$ cat src/rtl/mem_handshake_ctrl.sv
module mem_handshake_ctrl #(
  parameter int STEP_W = 3,
  parameter int ADDR_W = 16
) (
  input  logic              clk,
  input  logic              rst,
  input  logic              rd_pulse,
  input  logic              wr_pulse,
  input  logic              wait_done,
  input  logic              step_end,
  input  logic              mem_done,
  input  logic              addr_ld,
  input  logic [ADDR_W-1:0] addr_in,
  output logic              mem_rd,
  output logic              mem_wr,
  output logic [ADDR_W-1:0] mem_addr,
  output logic              run,
  output logic [STEP_W-1:0] step
);

  logic rd_hold, wr_hold;
  logic rd_req, wr_req;

  function automatic logic jk_next(input logic q, input logic j, input logic k);
    case ({j, k})
      2'b10:   jk_next = 1'b1;
      2'b01:   jk_next = 1'b0;
      2'b11:   jk_next = ~q;
      default: jk_next = q;
    endcase
  endfunction

  assign rd_req = (rd_pulse & ~mem_done) | rd_hold;
  assign wr_req = (wr_pulse & ~mem_done) | wr_hold;
  assign run    = ~((rd_req | wr_req) & ~mem_done & wait_done);

  always_ff @(posedge clk) begin
    if (rst) begin
      rd_hold <= 1'b0;
      wr_hold <= 1'b0;
    end else begin
      rd_hold <= jk_next(rd_hold, rd_pulse, mem_done);
      wr_hold <= jk_next(wr_hold, wr_pulse, mem_done);
    end
  end

  always_ff @(posedge clk) begin
    if (rst)
      step <= '0;
    else if (run)
      step <= step_end ? '0 : step + 1'b1;
  end

  always_ff @(negedge clk) begin
    if (rst) begin
      mem_rd   <= 1'b0;
      mem_wr   <= 1'b0;
      mem_addr <= '0;
    end else begin
      mem_rd <= rd_req;
      mem_wr <= wr_req;
      if (addr_ld)
        mem_addr <= addr_in;
    end
  end

  assert_read_held_R1: assert property (@(posedge clk) disable iff (rst)
    (rd_req && !mem_done) |=> rd_req);
  assert_write_held_R1: assert property (@(posedge clk) disable iff (rst)
    (wr_req && !mem_done) |=> wr_req);
  assert_read_release_R3: assert property (@(posedge clk) disable iff (rst)
    (mem_done && !rd_pulse) |=> (rd_req == (rd_pulse && !mem_done)));
  assert_run_free_R4: assert property (@(posedge clk) disable iff (rst)
    (!wait_done || mem_done) |-> run);
  assert_stall_R5: assert property (@(posedge clk) disable iff (rst)
    !run |=> $stable(step));
  assert_end_wrap_R6: assert property (@(posedge clk) disable iff (rst)
    (run && step_end) |=> (step == '0));

endmodule

$ cat config.mk
export PLATFORM = sky130hd
export DESIGN_NAME = mem_handshake_ctrl
export DESIGN_NICKNAME = d
export VERILOG_FILES = /design/src/rtl/mem_handshake_ctrl.sv
export SDC_FILE = /design/constraint.sdc
export NUM_CORES = 1
export LEC_CHECK = 0
export ABC_CLOCK_PERIOD_IN_PS = 1990
export CORE_ASPECT_RATIO = 0.9
export CORE_MARGIN = 8
export CORE_UTILIZATION = 38
export CTS_CLUSTER_SIZE = 10
export DETAILED_ROUTE_END_ITERATION = 10
export GPL_TIMING_DRIVEN = 1
export PLACE_DENSITY = 0.77
export SYNTH_ARGS = -nofsm -noshare
export SYNTH_HDL_FRONTEND = slang
export SYNTH_SLANG_ARGS = --single-unit
$ cat constraint.sdc
create_clock -name clk -period 1.99 [get_ports clk]
set_clock_uncertainty 0.05 [all_clocks]
set_input_delay 0.398 -clock clk [delete_from_list [all_inputs] [get_ports clk]]
set_output_delay 0.398 -clock clk [all_outputs]
set_load 0.03 [all_outputs]
==> flow_summary.yaml, run 1 <==
run_status:
  status: "finished with violations"
  failed_checks: "negative setup slack"
die:
  coreArea_sq_mm: 0.00220
  die_area_sq_mm: 0.00414
  boundaryPins: 46
  initial_core_util_pct: 40.3
  rows: 16
  die_h_um: 61.9
  die_w_um: 67.0
global_routing:
  grt_pass1_vias: 880
  grt-ovfl-total: 0
  grt_pass1_wl_mm: 4.00
  grt_max_degree: 23
  track_usage_pct: 12.5
  antenna_found_initial: 0
yosys:
  synth_top_area_share_pct: 51.8
  synth.distinct_cells: 19
  ys.flop_type: "dfxtp_1"
  synth.most_common_cell: "dfxtp_1"
  yosys_register_bits: 23
  netlist.top_cell.by_area: "dfxtp_1"
  seq_area_frac_synth_pct: 51.8
  async_reset_ff_share_pct: 0
  synth_cells: 86
  syn_avg_cell_area_sq_um: 10.3
  synth_warnings: 0
  synth_nets: 111
  ys_top_cells_by_count: "dfxtp_1 (23), nor2_1 (20), mux2i_1 (17), a21oi_1 (4), inv_1 (4)"
  synth_area_sq_um: 888
  synth_edf_count: 0
  synthTopCellsByArea: "dfxtp_1 (52%), mux2i_1 (19%), nor2_1 (8.5%), a2111oi_4 (3.1%), a21oi_1 (2.3%)"
cells_and_area:
  final_cell_area_sq_mm: 0.00163
  drive_above_1_share_pct: 35.6
  antenna_cells: 0
  register_area_sq_um: 483
  nFillCells: 177
  syn2layout_area_growth_pct: 83.5
  fin_nets: 186
  multi_input_area_sq_um: 388
place:
  io_buffer_count: 45
  gp_congestion: 0.731
  dp_hpwl_mm: 1.83
  placedInstanceArea_sq_mm: 0.00138
clock_network:
  hold_buffers: 0
  clk_latency_ps: 310
  cts_sinks: 23
  cts_root_buf: "clkbuf_4"
  cts_buffer_depth: 2
  clk_pin_slew_ps: 60
  htreeDepth: 1
  cts_tree: "built"
  cts_buffers: 3
sta:
  timing.hold.ws_ps: 444
  rsz0062_at_grt: "yes"
  slew_viol_final: 0
  finalHoldViolCount: 0
  setup_viol: 18
  fin_tns_setup_ps: -5010
  max-slew-margin-rel_pct: 79.4
  tightest_slew_ps: 309
  fin_ws_ps: -302
min_path:
  whs_path_depth: 2
  hold_path_class: "reg -> reg"
  holdCritStartpoint: "mem_addr[1]$_SDFFE_NP0P_"
power_and_ir_drop:
  p_seq_share_pct: 45.7
  p_leak_uw: 0.000801
  p_sw_share_pct: 32.8
  power.internal_uw: 756
  switching_power_uw: 369
  power_density_mw_per_mm2: 690
  clkPwrFrac_pct: 31.5
  combPwrFrac_pct: 22.7
  peakVddDrop_mv: 0.567
critical_path:
  crit_type: "reg -> out"
  critPathArrivalTime_ps: 1840
  r2r_cells: 5
  endpoint_kind: "output pin"
  crit_cells: 1
  worst_setup_path_start_kind: "flop"
  critPathRequiredTime_ps: 1540
  cp_cell_sequence: "buf_6"
  crit_family: "flip-flops"
  r2r_start: "wr_hold$_SDFFE_PP0P_"
  crit_fanout: 2
  startpoint: "mem_addr[5]$_SDFFE_NP0P_"
  crit_slowest_cell: "dfxtp_2"
  crit_path_max_incr_delay_ps: 340
  critPathBufInv: 1
detailed_routing:
  vias: 876
  drtIter0Drc: 62
  wl_met3_um: 192
  vias_per_cell: 4.68
  wl_met1_mm: 1.00
  routedWlPerCell_um: 13.4
  ant_nets: 0
  drc: 0
  dr.pass1.iters: 4
  routed_wl_mm: 2.51
  wl_met2_mm: 1.29
  highest_layer: "met4"
run:
  maxCapViolCount: 0
## worst paths after layout
kind              slack (ps)                  endpoint
hold / removal           440  mem_addr[1]$_SDFFE_NP0P_
setup / recovery        -300               mem_addr[5]
setup reg to reg         240      step[2]$_SDFFE_PP0N_
hold reg to reg          440  mem_addr[1]$_SDFFE_NP0P_
## stage by stage
step	total power, uW	util (%)	worst slack (ps)	instances
4_1_cts	1130	73.7	-307	186
2_1_floorplan	691	-	-47.5	86
6_report	1130	74.0	-302	187
3_3_place_gp	797	62.8	-491	161
5_1_grt	1190	74.0	-349	187
3_5_place_dp	801	62.8	-528	161
## power by group through the flow
stage	clock (uW)	combinational (uW)	sequential, uW
2_1_floorplan	58.5	72.4	560
3_5_place_dp	58.5	229	514
5_1_grt	401	273	518
6_report	355	256	515
3_3_place_gp	58.5	225	514
4_1_cts	358	257	514
## sequential cells by signal, summed over array words and instances (netlist names)
name	count
mem_rd	1
mem_wr	1
wr_hold	1
mem_addr	16
step	3
rd_hold	1
## kinds of logic (layout without fill, tap and decap cells)
logic type	count (synthesis)	count (layout)	synth area share, %
buffers and inverters	9	83	4.79
adder cells (fa/ha/maj)	1	1	1.41
multiplexers	17	17	19.2
AND/OR/NAND/NOR	26	26	12.7
flip-flops	23	23	51.8
AO/OA/AOI/OAI	10	10	10.1
## per-layer routing
| metal | vias up | global-route usage, % |
|---|---|---|
| met3 | 2 | 5.20 |
| met1 | 405 | 13.4 |
| li1 | 441 | - |
| met4 | 0 | 3.57 |
| met2 | 28 | 22.1 |
| met5 | - | 0 |
## area by class of cell
class / instances / share of cell area [%]
Clock buffer: 3 / 1.38
Clock inverter: 19 / 4.37
Inverter: 3 / 0.691
Multi-Input combinational cell: 54 / 23.8
Sequential cell: 23 / 29.6
Tap cell: 27 / 2.07
Timing Repair Buffer: 58 / 38.1
## timing repair
action                     CTS  global route
buffers inserted             3             1
cloned                       1             0
setup endpoints to repair   35            18
pin swaps                    2             0
resized for setup           43             0
## cells in the final DEF, fill, tap and decap left out, types with 2 or more instances in the layout
cell	Yosys	layout
clkdlybuf4s50_1	0	23
a211o_1	2	2
buf_4	0	10
dfxtp_1	23	5
buf_6	1	19
buf_12	0	2
nor2_1	20	20
nand3_1	2	2
mux2i_1	17	17
a21oi_1	4	4
dfxtp_2	0	18
inv_1	4	21
clkbuf_4	0	3
dlygate4sd2_1	0	2
Note: power is estimated with default switching activity, not from simulation.
==> inputs of run 2 (changes only) <==
- CTS_CLUSTER_DIAMETER: unset -> 60
==> results of run 2 <==
Same layout as run 1: the final DEF is identical, and so are final timing and power.
==> inputs of run 3 (changes only) <==
- MAX_ROUTING_LAYER: unset -> met4
==> run 3 against run 2 <==
- the run still ends with negative setup slack left
- utilization unchanged
- largest cell class unchanged
- non-clock buffer count unchanged
- via count unchanged
==> flow_summary.yaml, run 3 (synthesis gave the netlist of run 1 again) <==
run_status:
  status: "finished with violations"
  failed_checks: "negative setup slack"
power_and_ir_drop:
  p_leak_uw: 0.000801
  power_uw: 1130
  peakVddDrop_mv: 0.567
  power_density_mw_per_mm2: 690
die:
  die_area_sq_mm: 0.00414
  initial_core_util_pct: 40.3
  rows: 16
  coreArea_sq_mm: 0.00220
  die_w_um: 67.0
  die_h_um: 61.9
  boundaryPins: 46
cells_and_area:
  largest_register_ffs: 16
  top_regs: "mem_addr: 16 flops, step: 3 flops"
  largest-register: "mem_addr"
  syn2layout_area_growth_pct: 83.5
  final_util_pct: 74.0
  register_area_sq_um: 483
  drive_above_1_share_pct: 35.6
  layout_common_cells: "clkdlybuf4s50_1 (23), inv_1 (21), nor2_1 (20)"
  nFillCells: 177
  multi_input_area_sq_um: 388
  antenna_cells: 0
  layout_commonest_cell: "clkdlybuf4s50_1"
  fin_nets: 186
global_routing:
  grt-ovfl-total: 0
  grt_pass1_vias: 880
  grt_pass1_wl_mm: 4.00
  antenna_found_initial: 0
  grt_max_degree: 23
  track_usage_pct: 12.8
clock_network:
  htreeDepth: 1
  cts_tree: "built"
  cts_root_buf: "clkbuf_4"
  cts_buffers: 3
  cts_sinks: 23
  clk_latency_ps: 310
  hold_buffers: 0
  clk_pin_slew_ps: 60
  cts_buffer_depth: 2
critical_path:
  crit_family: "flip-flops"
  critPathArrivalTime_ps: 1840
  reg2reg_setup_slack_ps: 240
  worst_setup_path_start_kind: "flop"
  r2r_cells: 5
  critPathRequiredTime_ps: 1540
  r2r-end: "step[2]$_SDFFE_PP0N_"
  r2r_start: "wr_hold$_SDFFE_PP0P_"
  crit_type: "reg -> out"
  crit_slowest_cell: "dfxtp_2"
  cp_cell_sequence: "buf_6"
  endpoint_kind: "output pin"
  crit_fanout: 2
  critPathBufInv: 1
  crit_path_max_incr_delay_ps: 340
sta:
  setup_viol: 18
  tightest_slew_ps: 309
  slew_viol_final: 0
  rsz0062_at_grt: "yes"
  fin_ws_ps: -302
  timing.hold.ws_ps: 444
  finalHoldViolCount: 0
  max-slew-margin-rel_pct: 79.4
min_path:
  whs_path_depth: 2
  holdCritStartpoint: "mem_addr[1]$_SDFFE_NP0P_"
  holdPathEnd: "mem_addr[1]$_SDFFE_NP0P_"
  hold_path_class: "reg -> reg"
detailed_routing:
  drtIter0Drc: 62
  routedWlPerCell_um: 13.4
  ant_nets: 0
  vias_per_cell: 4.68
  dr.pass1.iters: 4
  vias: 876
  routed_wl_mm: 2.51
  drc: 0
place:
  io_buffer_count: 45
  dp_hpwl_mm: 1.83
  dp_slack_ps: -528
  gp_congestion: 0.740
run:
  maxCapViolCount: 0
==> run 3: cell counts in the layout (fill, tap and decap cells not counted) <==
Identical to the previous run, type by type.
==> run 3: where the power goes <==
| part | internal (uW) | switching (uW) |
|---|---|---|
| clock | 120 | 235 |
| combinational | 142 | 114 |
| sequential | 494 | 20.4 |
| total | 756 | 369 |
==> run 3: worst max path at each step <==
stage	start	end	slack, ps	cells past startpoint
5_1_grt	mem_addr[5]$_SDFFE_NP0P_	mem_addr[5]	-350	1
4_1_cts	mem_addr[2]$_SDFFE_NP0P_	mem_addr[2]	-310	1
3_5_place_dp	addr_ld	mem_addr[15]$_SDFFE_NP0P_	-530	4
6_report	mem_addr[5]$_SDFFE_NP0P_	mem_addr[5]	-300	1
3_3_place_gp	addr_ld	mem_addr[14]$_SDFFE_NP0P_	-490	4
2_1_floorplan	addr_ld	mem_addr[3]$_SDFFE_NP0P_	-50	4
==> run 3: cell type report <==
class | count | area share (%)
sequential | 23 | 29.6
clock buffer | 3 | 1.38
timing repair buffer | 58 | 38.1
multi-input combinational | 54 | 23.8
clock inverter | 19 | 4.37
tap | 27 | 2.07
inverter | 3 | 0.691
==> run 3: timing repair <==
| action | 4_1_cts | 5_1_grt |
|---|---|---|
| pin swaps | 2 | 0 |
| setup endpoints to repair | 35 | 18 |
| gates cloned | 1 | 0 |
| setup buffers | 3 | 1 |
| resized for setup | 43 | 0 |
==> run 3: stage by stage <==
step / cell area (sq um) / setup TNS (ps) / instances
2_1_floorplan: 925 / -475 / 86
3_3_place_gp: 1380 / -8970 / 161
3_5_place_dp: 1380 / -9510 / 161
4_1_cts: 1620 / -5170 / 186
5_1_grt: 1630 / -5810 / 187
6_report: 1630 / -5010 / 187
==> run 3: layer usage <==
metal	up-vias	GRT usage (%)	part of all wire (%)
met5	-	-	0
met4	0	3.57	1.1
met3	2	4.48	6.4
met2	28	22.1	51
met1	405	13.8	41
li1	441	-	-
